<file path="config.mk">
export PLATFORM = sky130hd
export DESIGN_NAME = framed_prbs_tx
export DESIGN_NICKNAME = d
export VERILOG_FILES = /design/src/rtl/ptg_pkg.sv /design/src/rtl/ptg_frame_seq.sv /design/src/rtl/ptg_prbs7.sv /design/src/rtl/ptg_skew_line.sv /design/src/rtl/framed_prbs_tx.sv
export SDC_FILE = /design/constraint.sdc
export NUM_CORES = 1
export LEC_CHECK = 0
export BUFFER_PORTS_ARGS = -buffer_cell sky130_fd_sc_hd__buf_2
export CELL_PAD_IN_SITES_DETAIL_PLACEMENT = 1
export CELL_PAD_IN_SITES_GLOBAL_PLACEMENT = 2
export CORE_MARGIN = 2
export CORE_UTILIZATION = 40
export DETAILED_ROUTE_END_ITERATION = 8
export MAX_ROUTING_LAYER = met4
export PLACE_DENSITY = 0.8
export SYNTH_ARGS = -nofsm -noshare
export SYNTH_HDL_FRONTEND = slang
export SYNTH_SLANG_ARGS = --single-unit
</file>
<file path="constraint.sdc">
create_clock -name clk -period 1.6 [get_ports clk]
set_clock_uncertainty 0.2 [all_clocks]
set_input_delay 0.16 -clock clk [delete_from_list [all_inputs] [get_ports clk]]
set_output_delay 0.16 -clock clk [all_outputs]
set_load 0.02 [all_outputs]
</file>
<file path="src/rtl/ptg_pkg.sv">
package ptg_pkg;
  typedef enum logic [1:0] {
    SEG_A1  = 2'd0,
    SEG_A2  = 2'd1,
    SEG_PAY = 2'd2
  } seg_e;

  localparam int PRBS_W = 7;
endpackage

</file>
<file path="src/rtl/ptg_frame_seq.sv">
module ptg_frame_seq
  import ptg_pkg::*;
#(
  parameter int          A1_COUNT      = 12,
  parameter int          A2_COUNT      = 12,
  parameter int          PAYLOAD_BYTES = 9696,
  parameter logic [7:0]  A1_BYTE       = 8'hF6,
  parameter logic [7:0]  A2_BYTE       = 8'h28,
  localparam int         FRAME_BITS    = (A1_COUNT + A2_COUNT + PAYLOAD_BYTES) * 8,
  localparam int         POS_W         = $clog2(FRAME_BITS)
) (
  input  logic             clk,
  input  logic             rst_n,
  input  logic             adv,
  output seg_e             seg_o,
  output logic             hdr_bit_o,
  output logic             at_start_o,
  output logic [POS_W-1:0] pos_o
);
  localparam int A1_END = A1_COUNT * 8;
  localparam int A2_END = (A1_COUNT + A2_COUNT) * 8;

  logic [POS_W-1:0] pos_q, pos_d;
  logic [2:0]       bit_sel;

  always_comb begin
    pos_d = pos_q;
    if (adv) begin
      if (pos_q == POS_W'(FRAME_BITS - 1)) pos_d = '0;
      else                                  pos_d = pos_q + 1'b1;
    end
  end

  always_ff @(posedge clk or negedge rst_n) begin
    if (!rst_n) pos_q <= '0;
    else        pos_q <= pos_d;
  end

  always_comb begin
    if (pos_q < POS_W'(A1_END))      seg_o = SEG_A1;
    else if (pos_q < POS_W'(A2_END)) seg_o = SEG_A2;
    else                             seg_o = SEG_PAY;
  end

  assign bit_sel    = ~pos_q[2:0];
  assign hdr_bit_o  = (seg_o == SEG_A1) ? A1_BYTE[bit_sel] : A2_BYTE[bit_sel];
  assign at_start_o = (pos_q == '0);
  assign pos_o      = pos_q;
endmodule

</file>
<file path="src/rtl/ptg_prbs7.sv">
module ptg_prbs7
  import ptg_pkg::*;
#(
  parameter logic [PRBS_W-1:0] SEED = 7'h7F
) (
  input  logic              clk,
  input  logic              rst_n,
  input  logic              step,
  output logic              bit_o,
  output logic [PRBS_W-1:0] state_o
);
  localparam int TAP_HI = PRBS_W - 1;
  localparam int TAP_LO = PRBS_W - 2;

  logic [PRBS_W-1:0] st_q, st_d;

  always_comb begin
    st_d = st_q;
    if (step) st_d = {st_q[PRBS_W-2:0], st_q[TAP_HI] ^ st_q[TAP_LO]};
  end

  always_ff @(posedge clk or negedge rst_n) begin
    if (!rst_n) st_q <= SEED;
    else        st_q <= st_d;
  end

  assign bit_o   = st_q[TAP_HI];
  assign state_o = st_q;
endmodule

</file>
<file path="src/rtl/ptg_skew_line.sv">
module ptg_skew_line #(
  parameter int NUM_CH = 4
) (
  input  logic              clk,
  input  logic              rst_n,
  input  logic              adv,
  input  logic              din,
  output logic [NUM_CH-1:0] taps_o
);
  logic [NUM_CH-1:0] tap_q, tap_d;

  genvar k;
  generate
    for (k = 0; k < NUM_CH; k++) begin : g_tap
      if (k == 0) begin : g_head
        always_comb tap_d[k] = adv ? din : tap_q[k];
      end else begin : g_body
        always_comb tap_d[k] = adv ? tap_q[k-1] : tap_q[k];
      end
    end
  endgenerate

  always_ff @(posedge clk or negedge rst_n) begin
    if (!rst_n) tap_q <= '0;
    else        tap_q <= tap_d;
  end

  assign taps_o = tap_q;
endmodule

</file>
<file path="src/rtl/framed_prbs_tx.sv">
module framed_prbs_tx
  import ptg_pkg::*;
#(
  parameter int          NUM_CH        = 4,
  parameter int          A1_COUNT      = 12,
  parameter int          A2_COUNT      = 12,
  parameter int          PAYLOAD_BYTES = 9696,
  parameter logic [7:0]  A1_BYTE       = 8'hF6,
  parameter logic [7:0]  A2_BYTE       = 8'h28,
  parameter logic [6:0]  PRBS_SEED     = 7'h7F,
  localparam int         FRAME_BITS    = (A1_COUNT + A2_COUNT + PAYLOAD_BYTES) * 8,
  localparam int         POS_W         = $clog2(FRAME_BITS)
) (
  input  logic              clk,
  input  logic              rst_n,
  input  logic              enable,
  output logic [NUM_CH-1:0] ch_out,
  output logic              sof
);
  logic              rst_meta_q, rst_core_n;
  seg_e              seg;
  logic              hdr_bit, at_start, prbs_bit, stream_bit;
  logic [POS_W-1:0]  seq_pos;
  logic [PRBS_W-1:0] prbs_state;
  logic [NUM_CH-1:0] taps;
  logic              out_en_q, out_en_d;
  logic              sof_q, sof_d;

  always_ff @(posedge clk or negedge rst_n) begin
    if (!rst_n) begin
      rst_meta_q <= 1'b0;
      rst_core_n <= 1'b0;
    end else begin
      rst_meta_q <= 1'b1;
      rst_core_n <= rst_meta_q;
    end
  end

  ptg_frame_seq #(
    .A1_COUNT(A1_COUNT), .A2_COUNT(A2_COUNT), .PAYLOAD_BYTES(PAYLOAD_BYTES),
    .A1_BYTE(A1_BYTE), .A2_BYTE(A2_BYTE)
  ) seq_i (
    .clk(clk), .rst_n(rst_core_n), .adv(enable),
    .seg_o(seg), .hdr_bit_o(hdr_bit), .at_start_o(at_start), .pos_o(seq_pos)
  );

  ptg_prbs7 #(.SEED(PRBS_SEED)) prbs_i (
    .clk(clk), .rst_n(rst_core_n), .step(enable && (seg == SEG_PAY)),
    .bit_o(prbs_bit), .state_o(prbs_state)
  );

  assign stream_bit = (seg == SEG_PAY) ? prbs_bit : hdr_bit;

  ptg_skew_line #(.NUM_CH(NUM_CH)) skew_i (
    .clk(clk), .rst_n(rst_core_n), .adv(enable), .din(stream_bit), .taps_o(taps)
  );

  always_comb begin
    out_en_d = enable;
    sof_d    = enable ? at_start : sof_q;
  end

  always_ff @(posedge clk or negedge rst_core_n) begin
    if (!rst_core_n) begin
      out_en_q <= 1'b0;
      sof_q    <= 1'b0;
    end else begin
      out_en_q <= out_en_d;
      sof_q    <= sof_d;
    end
  end

  assign ch_out = taps & {NUM_CH{out_en_q}};
  assign sof    = sof_q & out_en_q;
endmodule

</file>
Word level (Yosys, flattened, before mapping) --
Memories as Yosys holds them, arrays and structs flattened. Cells that the tools add are included.
Storage, ports and cells: register bits after elaboration 32, ROM bits 16, word-level logic and storage cells 29, memories 2
Memory list:
- (no name shown) | words 8, width 1, read ports 1, clocked after memory_dff 0, write ports 0, line ptg_frame_seq.sv:46 | assign hdr_bit_o = (seg_o == SEG_A1) ? A1_BYTE[bit_sel] : A2_BYTE[bit_sel];
- (no name shown) | words 8, width 1, read ports 1, clocked after memory_dff 0, write ports 0, line ptg_frame_seq.sv:46
Cells by class: add/subtract/negate cells 1, order comparisons 3, equality and inequality tests 2, multiplexer cells 7, bitwise operators 4, reduce and logical (&&, ||, !) cells 3
Operators with widths (count):
- $add A17 B1 Y17 const B | 1
- $eq A17 B17 Y1 const B | 1
- $logic_not A17 Y1 | 1
- $lt A17 B7 Y1 const B | 1
- $lt A17 B8 Y1 const B | 1
- $mux W17 | 1
- $and A4 B4 Y4 | 1
- $lt A3 B4 Y1 const B | 1
- $mux W1 | 4
- $mux W2 | 2
- $not A3 Y3 | 1
- $eq A2 B2 Y1 const B | 1
- $logic_not A2 Y1 | 1
- $and A1 B1 Y1 | 1
- $logic_and A1 B1 Y1 | 1
- $xor A1 B1 Y1 | 1

Depth between registers and ports, before layout --
word-level depth 6, mapped depth 6, gate-level depth less buffers 6

Hierarchy --
A second synthesis with hierarchy kept.
Second synthesis, totals: cells, all modules 149, area total of the unflattened synthesis 1667.8 um^2
Modules (own cells, without submodules):
- ptg_frame_seq | instances 1, cells an instance 109, area an instance 1029.7 um^2, seq. area each 425.4 um^2
- ptg_prbs7 | instances 1, cells an instance 18, area an instance 310.3 um^2, seq. area each 183.9 um^2
- framed_prbs_tx | instances 1, cells an instance 14, area an instance 182.7 um^2, seq. area each 100.1 um^2
- ptg_skew_line | instances 1, cells an instance 8, area an instance 145.1 um^2, seq. area each 100.1 um^2

Least setup slack after synthesis --
OpenSTA, ideal clock, no wires.
path type reg-to-reg, from register seq_i.pos_q[9], in the netlist seq_i.pos_o[9], to register prbs_i.st_q[1], in the netlist prbs_i.state_o[1], arrival time 1450 ps, slack -133 ps, stages on the path, launching flop included 6, path buffers 1, period minus slack after synthesis 1733 ps, cells stage by stage dfrtp_1 -> nor4_4 -> nand4_2 -> and2_4 -> buf_6 -> mux2_4
On the way: cells in the longest elaborated chain, start to end 5, elaborated cells on any way between the ends 6
Ends and longest elaborated chain:
- start, declared | line ptg_frame_seq.sv:23 | logic [POS_W-1:0] pos_q, pos_d;
- start signal, assigned | line ptg_frame_seq.sv:36 | else pos_q <= pos_d;
- $lt A17 B8 Y1 | line ptg_frame_seq.sv:41 | else if (pos_q < POS_W'(A2_END)) seg_o = SEG_A2;
- $mux W2 | line ptg_frame_seq.sv:41
- $mux W2 * | line ptg_frame_seq.sv:40 | if (pos_q < POS_W'(A1_END)) seg_o = SEG_A1;
- $eq A2 B2 Y1 * | line framed_prbs_tx.sv:48 | .clk(clk), .rst_n(rst_core_n), .step(enable && (seg == SEG_PAY)),
- $logic_and A1 B1 Y1 * | line framed_prbs_tx.sv:48
- end signal, assigned | line ptg_prbs7.sv:24 | else st_q <= st_d;
- end, declared | line ptg_prbs7.sv:15 | logic [PRBS_W-1:0] st_q, st_d;
Mark *: on every way between the ends. The rest lies on a longest branch, timed or not. A chain may end at the register's enable or synchronous reset.

Final worst setup path --
from register seq_i.pos_q[11], in the netlist seq_i.pos_o[11], to register seq_i.pos_q[15], in the netlist seq_i.pos_o[15]
On the way: cells in the longest elaborated chain, start to end 2, elaborated cells on any way between the ends 3
Ends and longest elaborated chain:
- $add A17 B1 Y17 / $eq A17 B17 Y1 (equally long branches) | line ptg_frame_seq.sv:30, ptg_frame_seq.sv:29
- $mux W17 * | line ptg_frame_seq.sv:29 | if (pos_q == POS_W'(FRAME_BITS - 1)) pos_d = '0;
Marks and branches as above.

==> impl.org <==
** Floorplan
- Initial core utilization :: 0.411
- The core region is 0.00394 mm2.
- Die footprint :: 0.00458 mm2
- Die outline width :: 67.7 um
- The die is 67.7 um tall.
- Placement Rows :: 23
- Top-Level Pins :: 8

** Placement
- In this run the tool buffered the top-level ports with 7 buffer cells.
- Routability Congestion :: 0.872
- Cell Area, Placed :: 0.00196 mm2
- HPWL Detailed :: 3100 um
- Total instance count after detailed placement :: 231

** Synthesis
- Synth Register Bits :: 32
- dfrtp_1 is the most common cell in the netlist.
- Post-synth EDFFs :: 0
- dfrtp_1 takes more of the synthesized area than any other cell.
- Fraction of post-synthesis cell area in the top cell type by area :: 0.386
- The number of nets in the synthesized netlist is 151.
- Mean area per synthesized cell :: 11.2 um2
- Yosys mapped the design onto 38 distinct sky130hd cell types.
- The mapped netlist covers 0.00162 mm2.
- Sequential cell area fraction in the yosys report :: 0.499
- Share of synthesized registers carrying an async set or reset :: 1.00
- Synth area leaders :: dfrtp_1 (39%), dfstp_2 (11%), mux2_4 (5.6%)
- Flip-flop cell with the highest count after synthesis :: dfrtp_1
- Yosys printed 0 warnings.
- The cell count after synthesis came out at 145.
- Counting instances in the post-synthesis netlist gives the leading cell types as dfrtp_1 (25), nor2_1 (11), nand2_1 (10).

** Setup path
- Startpoint of the worst setup timing path :: seq_i.pos_o[11]
- Crit path depth :: 5
- Arrival time of the worst setup path :: 1.79 ns
- Cell family contributing the most delay on the critical path :: simple AND/OR/NAND/NOR gates
- Buf+Inv Stages, Crit Path :: 1
- Cell Chain, Critical Path :: nand4_1 -> buf_4 -> nor4_4 -> nand4_1 -> xnor2_1
- Reg-to-reg critical path startpoint :: seq_i.pos_o[11]
- Depth of the worst register-to-register path :: 5
- Cell mode on critical path :: nand4_1
- Largest stage delay on the critical path :: 0.42 ns
- STA classifies the critical path startpoint as a register.
- The worst setup path is captured at a register.
- On the critical path, the stage with the largest delay is an instance of dfrtp_2.
- The critical path is of the register to register type.
- Max Fanout on Critical Path :: 5
- STA puts the critical path data required time at 1.60 ns.

** Detailed routing
- After the first detailed-routing iteration, the DRC count stood at 39.
- Routed len/inst :: 19.1 um
- Antenna Nets Post-Route :: 0
- Using the TritonRoute via totals, the vias-per-cell ratio works out to 5.41.
- TritonRoute pass-1 iters :: 4
- Via count :: 1,375
- For this run, design rule violations remaining after detail routing come to 0.
- Total Wirelength :: 4860 um

** STA
- In the post-route analysis, the smallest setup slack over all paths is -0.191 ns.
- Fraction of the cycle the final worst path needs :: 1.12
- Setup repair after global routing could not meet its margin everywhere.
- Setup violations remaining at the end of the flow were counted as 22.
- Clock period minus worst slack :: 1.79 ns
- Highest attainable clock frequency :: 558 MHz
- The final count of pins violating max slew is 0.
- The final hold violation count came to 0.

** Power and ir drop
- VDD sags by at most 0.557 mV.
- Dividing total power by cell area gives a power density of 1160 mW/mm2.
- In this run the static leakage power is 1.06 nW.

** Finish
- Of the cells placed in the final design, the portion with a size suffix greater than 1 is 0.569.
- The finished layout holds 254 standard cells, fillers aside.
- Ant diodes :: 0
- At the end of the flow, the number of nets in the layout was 209.
- Area growth from synthesis to layout :: 46.8%
- Layout Cell Area excl Fill :: 0.00238 mm2
- Number of fill cells in the layout :: 404

** Clock network
- CTS Buf Count :: 5
- The longest clock path from root to sink contains 2 buffers.
- Worst-path clk slew :: 0.07 ns
- TritonCTS built the clock tree.
- In this run the number of H-tree levels came out at 2.
- Clock latency on the worst-skew pair, taken at its later pin, is 0.29 ns.
- Cell at the root of the clock tree :: clkbuf_8
- The clock drives 32 sinks.

** Worst hold path
- Hold path cells :: 2
- The worst hold path belongs to the class input port to register.
- Beginning of the worst hold path :: enable

** Status
- Failing checks :: negative setup slack
- Result of the run :: finished, violations left

** Global routing
- For this run, the total global-route usage over all layers was measured as 0.230.
- Maximum number of pins on one net before global-route repair :: 31
- Via count of the first global-routing pass :: 1,486
- The number of antenna violations at the first check in global routing came to 0.
- First-pass GRT wire length :: 7390 um
- After global routing the overflow that remains totals 0.

** Run
- Across the run, the number of max-cap violations was 0.
-- flip-flops by register name, summed over array words and instances, names as in the netlist --
name	cells
rst_core_n	1
prbs_i.state_o	7
skew_i.taps_o	4
seq_i.pos_o	17
rst_meta_q	1
sof_q	1
out_en_q	1
-- repair_timing --
action | CTS | global route
setup buffers | 2 | 11
setup endpoints to repair | 23 | 24
pin swaps | 6 | 15
hold buffers | 2 | 0
resized for setup | 26 | 22
endpoints found under the hold margin | 2 | 0
-- layout by cell type, fill, tap and decap left out, types with 2 or more instances in the layout --
| cell type | count |
|---|---|
| xor2_1 | 5 |
| nor2_2 | 6 |
| buf_2 | 7 |
| o21ai_0 | 2 |
| nor4_1 | 2 |
| nor2_4 | 2 |
| buf_4 | 43 |
| nand3_1 | 3 |
| mux2_4 | 6 |
| xnor2_1 | 9 |
| nor2_1 | 3 |
| nor4_2 | 2 |
| nand2_1 | 9 |
| dfrtp_2 | 4 |
| nor4_4 | 4 |
| dfstp_2 | 7 |
| nor3_4 | 3 |
| dlygate4sd3_1 | 2 |
| mux2_2 | 3 |
| and2_1 | 5 |
| buf_6 | 6 |
| nand4_1 | 9 |
| clkbuf_8 | 5 |
| dfrtp_1 | 21 |
| and3_1 | 2 |
| clkbuf_1 | 2 |
| ha_4 | 2 |
| o21ai_1 | 2 |
| inv_1 | 3 |
-- final timing paths --
kind,to,slack (ns)
max,seq_i.pos_o[15],-0.19
min,seq_i.pos_o[8],0.002
max reg2reg,seq_i.pos_o[15],-0.19
min reg2reg,seq_i.pos_o[0],0.07
max in group asynchronous,rst_meta_q,0.56
min in group asynchronous,seq_i.pos_o[0],0.07
-- metrics by stage --
stage	power (mW)	hold slack, ns	utilization	TNS (ns)	worst slack [ns]
global route	2.91	-0.00160	0.604	-3.44	-0.216
floorplan	1.65	-0.336	-	-0.553	-0.0921
CTS	2.66	0.00605	0.559	-1.27	-0.0903
global placement	1.90	-0.256	0.498	-0.411	-0.0474
detailed placement	1.96	-0.254	0.498	-1.57	-0.190
finish	2.77	0.00195	0.604	-2.12	-0.191
-- final cells by class --
| type | count | area (um2) | share of cell area |
|---|---|---|---|
| clock buffer | 7 | 76.3 | 0.0321 |
| clock inverter | 1 | 5.00 | 0.00210 |
| inverter | 4 | 15.0 | 0.00631 |
| multi-input combinational | 102 | 962 | 0.404 |
| sequential | 32 | 815 | 0.342 |
| tap | 50 | 62.6 | 0.0263 |
| timing repair buffer | 58 | 445 | 0.187 |
-- routing by layer --
| layer | global-route usage | wire length (um) | up-vias |
|---|---|---|---|
| li1 | - | - | 630 |
| met4 | 0.120 | 99 | 0 |
| met2 | 0.390 | 2700 | 22 |
| met3 | 0.0517 | 129 | 9 |
| met1 | 0.252 | 1930 | 714 |
| met5 | - | 0 | - |
-- kinds of logic after synthesis --
logic type	synth area share
simple gates	0.231
flops	0.499
xor+xnor	0.0756
compound gates	0.0509
buf+inv	0.0355
mux	0.0826
fa+ha+maj	0.0232
other cells	0.00231
-- report_power, final --
| group | switching (mW) | internal [mW] |
|---|---|---|
| logic | 0.393 | 0.499 |
| clock network | 0.307 | 0.305 |
| registers | 0.188 | 1.08 |
| total | 0.888 | 1.88 |
-- worst register-to-register path, stage by stage (launching register included) --
cell and delay (ns):
dfrtp_2 0.42, nand4_1 0.15, buf_4 0.20, nor4_4 0.24, nand4_1 0.22, xnor2_1 0.26
(Power assumes the default switching activity.)
